$ cat src/rtl/sponge_pkg.sv
package sponge_pkg;
  localparam int WORD_W     = 64;
  localparam int NUM_WORDS  = 5;
  localparam int LANE_BYTES = WORD_W / 8;
  localparam int NUM_ROUNDS = 12;
  localparam int RND_W      = 4;
  localparam int HASH_WORDS = 256 / WORD_W;
  localparam int BYTES_W    = $clog2(LANE_BYTES + 1);

  localparam logic [WORD_W-1:0] IV_FIXED = 64'h0000080100cc0002;
  localparam logic [WORD_W-1:0] IV_XOF   = 64'h0000080000cc0003;

  typedef logic [NUM_WORDS-1:0][WORD_W-1:0] state_t;

  typedef enum logic [2:0] {
    PH_IDLE, PH_PERM, PH_ABSORB, PH_PAD, PH_SQUEEZE
  } phase_t;

  typedef struct packed {
    logic             loadIv;
    logic             ivXof;
    logic             xorMsg;
    logic             xorPad;
    logic             roundEn;
    logic [RND_W-1:0] roundIdx;
  } dpCtrl_t;

  function automatic logic [WORD_W-1:0] rotr(input logic [WORD_W-1:0] x, input int n);
    return (x >> n) | (x << (WORD_W - n));
  endfunction
endpackage

$ cat src/rtl/sponge_round.sv
module sponge_round
  import sponge_pkg::*;
(
  input  state_t           sIn,
  input  logic [RND_W-1:0] roundIdx,
  output state_t           sOut
);
  localparam int ROT_A [NUM_WORDS] = '{19, 61, 1, 10, 7};
  localparam int ROT_B [NUM_WORDS] = '{28, 39, 6, 17, 41};

  logic [RND_W-1:0] k;
  logic [7:0]       rc;
  state_t           sub;

  always_comb begin
    logic [WORD_W-1:0] x0, x1, x2, x3, x4;
    logic [WORD_W-1:0] t0, t1, t2, t3, t4;
    k  = roundIdx + RND_W'(12 - NUM_ROUNDS);
    rc = {4'hf - k, k};
    x0 = sIn[0] ^ sIn[4];
    x4 = sIn[4] ^ sIn[3];
    x2 = sIn[2] ^ {56'd0, rc} ^ sIn[1];
    x1 = sIn[1];
    x3 = sIn[3];
    t0 = ~x0 & x1;
    t1 = ~x1 & x2;
    t2 = ~x2 & x3;
    t3 = ~x3 & x4;
    t4 = ~x4 & x0;
    x0 = x0 ^ t1;
    x1 = x1 ^ t2;
    x2 = x2 ^ t3;
    x3 = x3 ^ t4;
    x4 = x4 ^ t0;
    x1 = x1 ^ x0;
    x0 = x0 ^ x4;
    x3 = x3 ^ x2;
    sub[0] = x0;
    sub[1] = x1;
    sub[2] = ~x2;
    sub[3] = x3;
    sub[4] = x4;
  end

  for (genvar w = 0; w < NUM_WORDS; w++) begin : gLinear
    assign sOut[w] = sub[w] ^ rotr(sub[w], ROT_A[w]) ^ rotr(sub[w], ROT_B[w]);
  end
endmodule

$ cat src/rtl/sponge_datapath.sv
module sponge_datapath
  import sponge_pkg::*;
(
  input  logic               clk,
  input  logic               rst_n,
  input  dpCtrl_t            ctrl,
  input  logic [WORD_W-1:0]  msgData,
  input  logic [BYTES_W-1:0] msgBytes,
  input  logic               msgLast,
  output logic [WORD_W-1:0]  rateWord
);
  state_t            stateQ, stateD, roundOut;
  logic [WORD_W-1:0] paddedWord;

  sponge_round uRound (
    .sIn      (stateQ),
    .roundIdx (ctrl.roundIdx),
    .sOut     (roundOut)
  );

  always_comb begin
    for (int b = 0; b < LANE_BYTES; b++) begin
      if (!msgLast || BYTES_W'(b) < msgBytes)
        paddedWord[8*b +: 8] = msgData[8*b +: 8];
      else if (BYTES_W'(b) == msgBytes)
        paddedWord[8*b +: 8] = 8'h01;
      else
        paddedWord[8*b +: 8] = 8'h00;
    end
  end

  always_comb begin
    stateD = stateQ;
    if (ctrl.loadIv) begin
      stateD    = '0;
      stateD[0] = ctrl.ivXof ? IV_XOF : IV_FIXED;
    end else if (ctrl.xorMsg) begin
      stateD[0] = stateQ[0] ^ paddedWord;
    end else if (ctrl.xorPad) begin
      stateD[0] = stateQ[0] ^ 64'h1;
    end else if (ctrl.roundEn) begin
      stateD = roundOut;
    end
  end

  always_ff @(posedge clk) begin
    if (!rst_n) stateQ <= '0;
    else        stateQ <= stateD;
  end

  assign rateWord = stateQ[0];
endmodule

$ cat src/rtl/sponge_control.sv
module sponge_control
  import sponge_pkg::*;
#(
  parameter int LEN_W = 16
) (
  input  logic               clk,
  input  logic               rst_n,
  input  logic               start,
  input  logic               xofMode,
  input  logic [LEN_W-1:0]   outLen,
  input  logic               msgValid,
  input  logic               msgLast,
  input  logic [BYTES_W-1:0] msgBytes,
  input  logic               outReady,
  output logic               msgReady,
  output logic               outValid,
  output logic               outLast,
  output logic [LANE_BYTES-1:0] outMask,
  output dpCtrl_t            ctrl
);
  localparam int WL_W = LEN_W - 2;

  phase_t           phase, retPhase;
  logic [RND_W-1:0] rnd;
  logic             xofReg;
  logic [WL_W-1:0]  wordsLeft, reqWords;
  logic [LANE_BYTES-1:0] lastMask, tailMask;
  logic [LEN_W:0]   lenSum;
  logic [LANE_BYTES:0] tailShift;

  assign lenSum    = {1'b0, outLen} + (LEN_W+1)'(7);
  assign reqWords  = lenSum[LEN_W:3];
  assign tailShift = (LANE_BYTES+1)'(1) << outLen[2:0];
  assign tailMask  = (outLen[2:0] == 3'd0) ? '1 : LANE_BYTES'(tailShift - 1'b1);

  assign msgReady = (phase == PH_ABSORB);
  assign outValid = (phase == PH_SQUEEZE);
  assign outLast  = outValid && (wordsLeft == WL_W'(1));
  assign outMask  = outLast ? lastMask : '1;

  always_comb begin
    ctrl          = '0;
    ctrl.loadIv   = (phase == PH_IDLE) && start;
    ctrl.ivXof    = xofMode;
    ctrl.xorMsg   = (phase == PH_ABSORB) && msgValid;
    ctrl.xorPad   = (phase == PH_PAD);
    ctrl.roundEn  = (phase == PH_PERM);
    ctrl.roundIdx = rnd;
  end

  always_ff @(posedge clk) begin
    if (!rst_n) begin
      phase     <= PH_IDLE;
      retPhase  <= PH_IDLE;
      rnd       <= '0;
      xofReg    <= 1'b0;
      wordsLeft <= '0;
      lastMask  <= '1;
    end else begin
      case (phase)
        PH_IDLE: if (start) begin
          xofReg    <= xofMode;
          wordsLeft <= xofMode ? reqWords : WL_W'(HASH_WORDS);
          lastMask  <= xofMode ? tailMask : '1;
          rnd       <= '0;
          phase     <= PH_PERM;
          retPhase  <= PH_ABSORB;
        end
        PH_PERM: begin
          if (rnd == RND_W'(NUM_ROUNDS - 1)) begin
            rnd   <= '0;
            phase <= retPhase;
          end else begin
            rnd <= rnd + 1'b1;
          end
        end
        PH_ABSORB: if (msgValid) begin
          if (!msgLast) begin
            phase    <= PH_PERM;
            retPhase <= PH_ABSORB;
          end else if (wordsLeft == '0) begin
            phase <= PH_IDLE;
          end else begin
            phase    <= PH_PERM;
            retPhase <= (msgBytes >= BYTES_W'(LANE_BYTES)) ? PH_PAD : PH_SQUEEZE;
          end
        end
        PH_PAD: begin
          phase    <= PH_PERM;
          retPhase <= PH_SQUEEZE;
        end
        PH_SQUEEZE: if (outReady) begin
          wordsLeft <= wordsLeft - 1'b1;
          if (wordsLeft == WL_W'(1)) begin
            phase <= PH_IDLE;
          end else begin
            phase    <= PH_PERM;
            retPhase <= PH_SQUEEZE;
          end
        end
        default: phase <= PH_IDLE;
      endcase
    end
  end

  AST_START_LEAVES_IDLE: assert property (@(posedge clk) disable iff (!rst_n)
    (phase == PH_IDLE && start) |=> (!msgReady && !outValid));
  AST_FIXED_FULL_MASK: assert property (@(posedge clk) disable iff (!rst_n)
    (outValid && !xofReg) |-> (outMask == 8'hff));
  AST_FINAL_TO_IDLE: assert property (@(posedge clk) disable iff (!rst_n)
    (outValid && outReady && outLast) |=> (phase == PH_IDLE));
  AST_ROUND_RANGE: assert property (@(posedge clk) disable iff (!rst_n)
    (phase == PH_PERM) |-> (rnd < RND_W'(NUM_ROUNDS)));
endmodule

$ cat src/rtl/sponge_hash_engine.sv
module sponge_hash_engine
  import sponge_pkg::*;
#(
  parameter int LEN_W = 16
) (
  input  logic             clk,
  input  logic             rst_n,
  input  logic             start,
  input  logic             xofMode,
  input  logic [LEN_W-1:0] outLen,
  input  logic             msgValid,
  output logic             msgReady,
  input  logic [63:0]      msgData,
  input  logic [3:0]       msgBytes,
  input  logic             msgLast,
  output logic             outValid,
  input  logic             outReady,
  output logic [63:0]      outData,
  output logic [7:0]       outMask,
  output logic             outLast
);
  dpCtrl_t ctrl;

  sponge_control #(.LEN_W(LEN_W)) uCtrl (
    .clk      (clk),
    .rst_n    (rst_n),
    .start    (start),
    .xofMode  (xofMode),
    .outLen   (outLen),
    .msgValid (msgValid),
    .msgLast  (msgLast),
    .msgBytes (msgBytes),
    .outReady (outReady),
    .msgReady (msgReady),
    .outValid (outValid),
    .outLast  (outLast),
    .outMask  (outMask),
    .ctrl     (ctrl)
  );

  sponge_datapath uData (
    .clk      (clk),
    .rst_n    (rst_n),
    .ctrl     (ctrl),
    .msgData  (msgData),
    .msgBytes (msgBytes),
    .msgLast  (msgLast),
    .rateWord (outData)
  );

  AST_OUT_HOLD: assert property (@(posedge clk) disable iff (!rst_n)
    (outValid && !outReady) |=> (outValid && $stable(outData) && $stable(outMask)));
  AST_WAIT_KEEPS_STATE: assert property (@(posedge clk) disable iff (!rst_n)
    (msgReady && !msgValid) |=> (msgReady && $stable(outData)));
  AST_MID_MASK_FULL: assert property (@(posedge clk) disable iff (!rst_n)
    (outValid && !outLast) |-> (outMask == 8'hff));
  AST_NO_MSG_DURING_OUT: assert property (@(posedge clk) disable iff (!rst_n)
    outValid |-> !msgReady);
endmodule

$ cat config.mk
export PLATFORM = sky130hd
export DESIGN_NAME = sponge_hash_engine
export DESIGN_NICKNAME = d
export VERILOG_FILES = /design/src/rtl/sponge_pkg.sv /design/src/rtl/sponge_round.sv /design/src/rtl/sponge_datapath.sv /design/src/rtl/sponge_control.sv /design/src/rtl/sponge_hash_engine.sv
export SDC_FILE = /design/constraint.sdc
export NUM_CORES = 2
export LEC_CHECK = 0
export BUFFER_PORTS_ARGS = -buffer_cell sky130_fd_sc_hd__buf_2
export CORE_MARGIN = 2
export CORE_UTILIZATION = 25
export DETAILED_ROUTE_END_ITERATION = 10
export GPL_TIMING_DRIVEN = 0
export HOLD_SLACK_MARGIN = 0.15
export SYNTH_ARGS = -nofsm -noshare
export SYNTH_HDL_FRONTEND = slang
export SYNTH_SLANG_ARGS = --single-unit
$ cat constraint.sdc
create_clock -name clk -period 5.2 [get_ports clk]
set_input_delay 0.26 -clock clk [delete_from_list [all_inputs] [get_ports clk]]
set_output_delay 0.26 -clock clk [all_outputs]
set_load 0.01 [all_outputs]
Yosys cells after proc, flatten, opt, wreduce, memory -nomap -nowiden
Index checks and enable logic that the tools add are counted.
{"block": "op_classes", "n_shift": 1, "muxes": 47, "n_eq_ne": 20, "order_cmp": 9, "reduce_logical": 29, "addsub": 5, "bitwise": 48}
{"cell": "$xor 64x64->64", "n": 22}
{"cell": "$not 64->64", "n": 6}
{"cell": "$and 64x64->64", "n": 5}
{"cell": "$mux 320", "n": 1}
{"cell": "$mux 64", "n": 3}
{"cell": "$mux 8", "n": 11}
{"cell": "$or 23x64->64", "n": 1}
{"cell": "$or 25x64->64", "n": 1}
{"cell": "$or 3x64->64", "n": 1}
{"cell": "$or 36x64->64", "n": 1}
{"cell": "$or 45x64->64", "n": 1}
{"cell": "$or 47x64->64", "n": 1}
{"cell": "$or 54x64->64", "n": 1}
{"cell": "$or 57x64->64", "n": 1}
{"cell": "$or 58x64->64", "n": 1}
{"cell": "$or 63x64->64", "n": 1}
{"cell": "$xor 64x8->64", "n": 1}
{"cell": "$mux 14", "n": 3}
{"cell": "$mux 3", "n": 12}
{"cell": "$mux 33", "n": 1}
{"cell": "$pmux 14 s2", "n": 1}
{"cell": "$add 16x3->17 const B", "n": 1}
{"cell": "$eq 3x4->1 const A", "n": 4}
{"cell": "$lt 3x4->1 const A", "n": 4}
{"cell": "other kinds (39)", "n": 74}
{"block": "word_totals", "output_inout_bits": 75, "input_bits": 91, "regBits": 352, "wordCells": 170}

Depth between registers and ports, before layout
{"block": "logic_depth", "word_depth": 14, "mapped_depth": 9, "depth_no_buf": 8}

Cells and area by module
A second synthesis with hierarchy kept.
{"block": "hier_totals", "hier_cells": 3527, "area_unflattened_um2": 32528.7}
{"mod": "sponge_round", "seq_area_each_um2": 0.0, "area_per_inst_um2": 17067.6, "instances": 1, "cells_each": 1526}
{"mod": "sponge_datapath", "seq_area_each_um2": 6406.1, "area_per_inst_um2": 13206.4, "instances": 1, "cells_each": 1705}
{"mod": "sponge_control", "seq_area_each_um2": 620.6, "area_per_inst_um2": 2254.7, "instances": 1, "cells_each": 296}

Least setup slack after synthesis
Ideal clock, no wire load.
{"block": "synth_timing", "path_kind": "register to register", "from": "register uCtrl.rnd[3]", "to": "register uData.stateQ[195] (netlist bit)", "arrival_ns": 1.903, "path_buffers": 0, "stages_incl_launch_ff": 8, "setup_slack_ns": 3.165, "required_time_ns": 5.068, "period_less_slack_ns": 2.035, "setup_time_ns": 0.132, "cell_sequence": "dfxtp_1 -> xor2_1 -> ha_1 -> xnor2_1 -> xnor2_1 -> xnor2_1 -> mux2i_1 -> a21oi_1"}
{"block": "synth_via", "elab_chain_len": 6}
{"item": "start: declaration", "line": "sponge_control.sv:24", "source": "logic [RND_W-1:0] rnd;"}
{"item": "start signal: assignment", "line": "sponge_control.sv:74", "source": "rnd <= rnd + 1'b1;"}
{"item": "$xor 64x8->64", "line": "sponge_round.sv:22", "source": "x2 = sIn[2] ^ {56'd0, rc} ^ sIn[1];"}
{"item": "$xor 64x64->64", "line": "sponge_round.sv:22"}
{"item": "$xor 64x64->64", "line": "sponge_round.sv:32", "source": "x2 = x2 ^ t3;"}
{"item": "$xor 64x64->64", "line": "sponge_round.sv:37", "source": "x3 = x3 ^ x2;"}
{"item": "$xor 64x64->64 (2 in a row)", "line": "sponge_round.sv:46", "source": "assign sOut[w] = sub[w] ^ rotr(sub[w], ROT_A[w]) ^ rotr(sub[w], ROT_B[w]);"}
{"item": "end signal: assignment", "line": "sponge_datapath.sv:48", "source": "else stateQ <= stateD;"}
{"item": "end: declaration", "line": "sponge_datapath.sv:12", "source": "state_t stateQ, stateD, roundOut;"}
Every way passes these cells.
A chain may end at the register's enable or synchronous reset.

Final worst setup path
{"block": "layout_timing", "from": "register uCtrl.rnd[3]", "to": "register uData.stateQ[249] (netlist bit)"}
{"block": "layout_via", "elab_chain_len": 7}
{"item": "$xor 64x8->64", "line": "sponge_round.sv:22"}
{"item": "$xor 64x64->64", "line": "sponge_round.sv:22"}
{"item": "$xor 64x64->64", "line": "sponge_round.sv:32"}
{"item": "$xor 64x64->64", "line": "sponge_round.sv:37"}
{"item": "$or 54x64->64", "line": "sponge_pkg.sv:29", "source": "return (x >> n) | (x << (WORD_W - n));"}
{"item": "$xor 64x64->64 (2 in a row)", "line": "sponge_round.sv:46"}
Every way passes these cells.

==> results.yml <==
global_routing:
  grt_max_degree: 14
  antenna_found_initial: 2
  grt_pass1_wl_um: 203800
  grtUsageTotal_pct: 24.99
  overflow: 0
  grt_pass1_vias: 24680
detailed_routing:
  wl_per_cell_um: 28.47
  drtPass1Iterations: 6
  drt_iter0_drc: 3326
  via_per_inst: 5.128
  via_count: 27250
  ant_nets: 0
  post-route-drc-count: 0
  finalWirelength_um: 151300
synthesis:
  syn_inst: 3472
  synth_fp_nets: 3695
  ys_seq_area_share_pct: 24.50
  synth_most_common_cell: "xnor2_1"
  syn_area_um2: 28680
  synth_top_area_cell: "dfxtp_1"
  synth-edff-count: 0
  ys_types: 66
  yosys_warnings: 0
  synth_area_leaders: "dfxtp_1, xnor2_1, xor2_1"
  synth_ff_type: "dfxtp_1"
  ys_top_cells_by_count: "xnor2_1, dfxtp_1, xor2_1"
  ys_async_sr_fraction_pct: 0
  ys_seq_elements: 351
  synth_top_area_share_pct: 24.50
  syn_area_per_cell_um2: 8.260
sta:
  fmax_mhz: 264.6
  timing.hold.ws_ns: 0.1791
  period_share_pct: 72.68
  max-slew-margin-rel_pct: -4.677
  slew_viol_final: 17
  worst_clock_skew_ns: 0.03473
  worst_pin_slew_ns: 1.559
  hold_violations: 0
  rsz0062_at_grt: "false"
  fin_tns_setup_ns: 0
  period_needed_ns: 3.779
  setup_viol: 0
setup_path:
  critPathMostFrequentCell: "xnor2_1"
  reg2reg_depth: 7
  cp.required_ns: 5.66
  crit_buf_inv: 0
  critPathMaxFanout: 6
  path_class: "reg2reg"
  critPathTopFamily: "XOR/XNOR gates"
  timing.rr.start: "uCtrl.rnd[3]"
  reg2reg_slack_ns: 1.42
  cp-start-kind: "flip-flop"
  crit_path_cell_trace: "xor2_1 > ha_1 > xnor2_1 > xnor2_1 > xnor2_1 > mux2i_1 > a21oi_1"
  slowest_stage: "xnor2_1"
  max_stage_delay_ns: 0.88
  end_kind: "flip-flop"
  cp.arrival_ns: 4.24
  r2r-end: "uData.stateQ[249]"
finish:
  final.fill_count: 12210
  final_nets: 3986
  multi_input_area_um2: 19850
  fin_util_pct: 29.70
  register_area_um2: 7027
  syn_to_final_growth_pct: 18.09
  fin_area_um2: 33870
  drive_gt1_share_pct: 10.78
cts:
  clkSinkCount: 351
  cts_buffer_depth: 3
  htree_levels: 2
  cts_made_buffers: 48
  cts_post_setup_buffers_inserted: 0
  clock-root-buffer: "clkbuf_16"
  clk_pin_slew_ns: 0.06
  clock_latency_ns: 0.64
  cts_tree: "yes"
  cts_resized: 0
  hold_buffers: 78
floorplan:
  die_y_um: 342.7
  io_pins: 166
  dieArea_um2: 117400
  initial_core_util_pct: 25.15
  dieWidth_um: 342.7
  fp-row-count: 124
  coreArea_um2: 114000
worst_hold_path:
  hold_path_class: "in2reg"
  whs_endpoint: "uData.rateWord[8]"
  hp-start: "msgData[8]"
  whs_path_depth: 4
status:
  violations: "capacitance limit, slew limit"
  status: "finished, violations left"
place:
  io_buffers: 163
  routabilityCongestion: 1.067
  place_area_um2: 31390
  dp_hpwl_um: 125100
run:
  cap_violations: 5
==> area by class of cell <==
class	instances	area share (%)
Multi-Input combinational cell	2712	58.60
Sequential cell	351	20.75
Tap cell	1512	5.586
Timing Repair Buffer	241	4.714
Clock buffer	69	4.285
Buffer	209	3.133
Inverter	200	2.217
Clock inverter	20	0.7056
Antenna cell	1	0.007389
==> worst register-to-register path, stage by stage, from the launching register on <==
cell     delay (ns)
dfxtp_1        0.59
xor2_1         0.27
ha_1           0.29
xnor2_1        0.88
xnor2_1        0.54
xnor2_1        0.49
mux2i_1        0.43
a21oi_1        0.13
==> sequential cells by signal, indices dropped and copies added (netlist names) <==
| register | count |
|---|---|
| uCtrl.lastMask | 7 |
| uData.stateQ | 256 |
| uCtrl.retPhase | 3 |
| uData.rateWord | 64 |
| uCtrl.wordsLeft | 14 |
| uCtrl.phase | 3 |
| uCtrl.rnd | 4 |
==> worst max path at each step <==
| stage | endpoint | startpoint | cells past startpoint |
|---|---|---|---|
| 3_5_place_dp | uData.stateQ[249] | uCtrl.rnd[3] | 7 |
| 2_1_floorplan | uData.stateQ[195] | uCtrl.rnd[3] | 7 |
| 6_report | uData.stateQ[249] | uCtrl.rnd[3] | 7 |
| 5_1_grt | uData.stateQ[249] | uCtrl.rnd[3] | 7 |
| 4_1_cts | uData.stateQ[249] | uCtrl.rnd[3] | 7 |
| 3_3_place_gp | uData.stateQ[249] | uCtrl.rnd[3] | 7 |
==> logic make-up (layout without fill, tap and decap cells) <==
kind of cell / after synthesis / after routing / share of synthesized area [%]
AO/OA/AOI/OAI: 649 / 649 / 13.47
XOR/XNOR: 1100 / 1100 / 34.33
adder cells (fa/ha/maj): 196 / 196 / 8.128
buffers and inverters: 409 / 739 / 6.317
flip-flops: 351 / 351 / 24.50
multiplexers: 50 / 50 / 1.758
other: 1 / 2 / 0.01308
AND/OR/NAND/NOR: 716 / 716 / 11.49
==> cell usage in the layout (no fill, tap or decap), types with 31 or more instances in the layout <==
cell type / netlist / routed
dfxtp_1: 351 / 351
nand3_1: 133 / 133
dlygate4sd3_1: 0 / 78
o21ai_0: 192 / 192
a21oi_1: 214 / 214
buf_4: 65 / 65
clkbuf_1: 106 / 111
mux2i_1: 47 / 47
xnor2_1: 755 / 754
buf_2: 26 / 189
nor2_1: 173 / 173
a31oi_1: 71 / 71
maj3_1: 33 / 33
clkbuf_16: 0 / 49
or3_1: 46 / 46
inv_1: 192 / 192
ha_1: 132 / 132
nand2_1: 257 / 257
a211oi_1: 65 / 65
maj3_2: 31 / 31
xor2_1: 322 / 322
==> stage by stage <==
step	worst slack, ns	std cells
detailed placement	1.601	5147
floorplan	3.165	3472
finish	1.421	5315
global route	1.491	5314
global placement	1.480	5147
CTS	1.561	5314
==> per-layer routing <==
layer / global-route usage [%] / up-vias / part of all wire [%]
met3: 4.699 / 289 / 9.3
met2: 37.45 / 1435 / 42
li1: - / 12190 / -
met1: 34.18 / 13340 / 43
met4: 12.24 / 2 / 5.7
met5: 0 / - / 0.0073
Power is not shown: default switching activity piles up to over one toggle a cycle in this logic, so the estimate is an artifact.
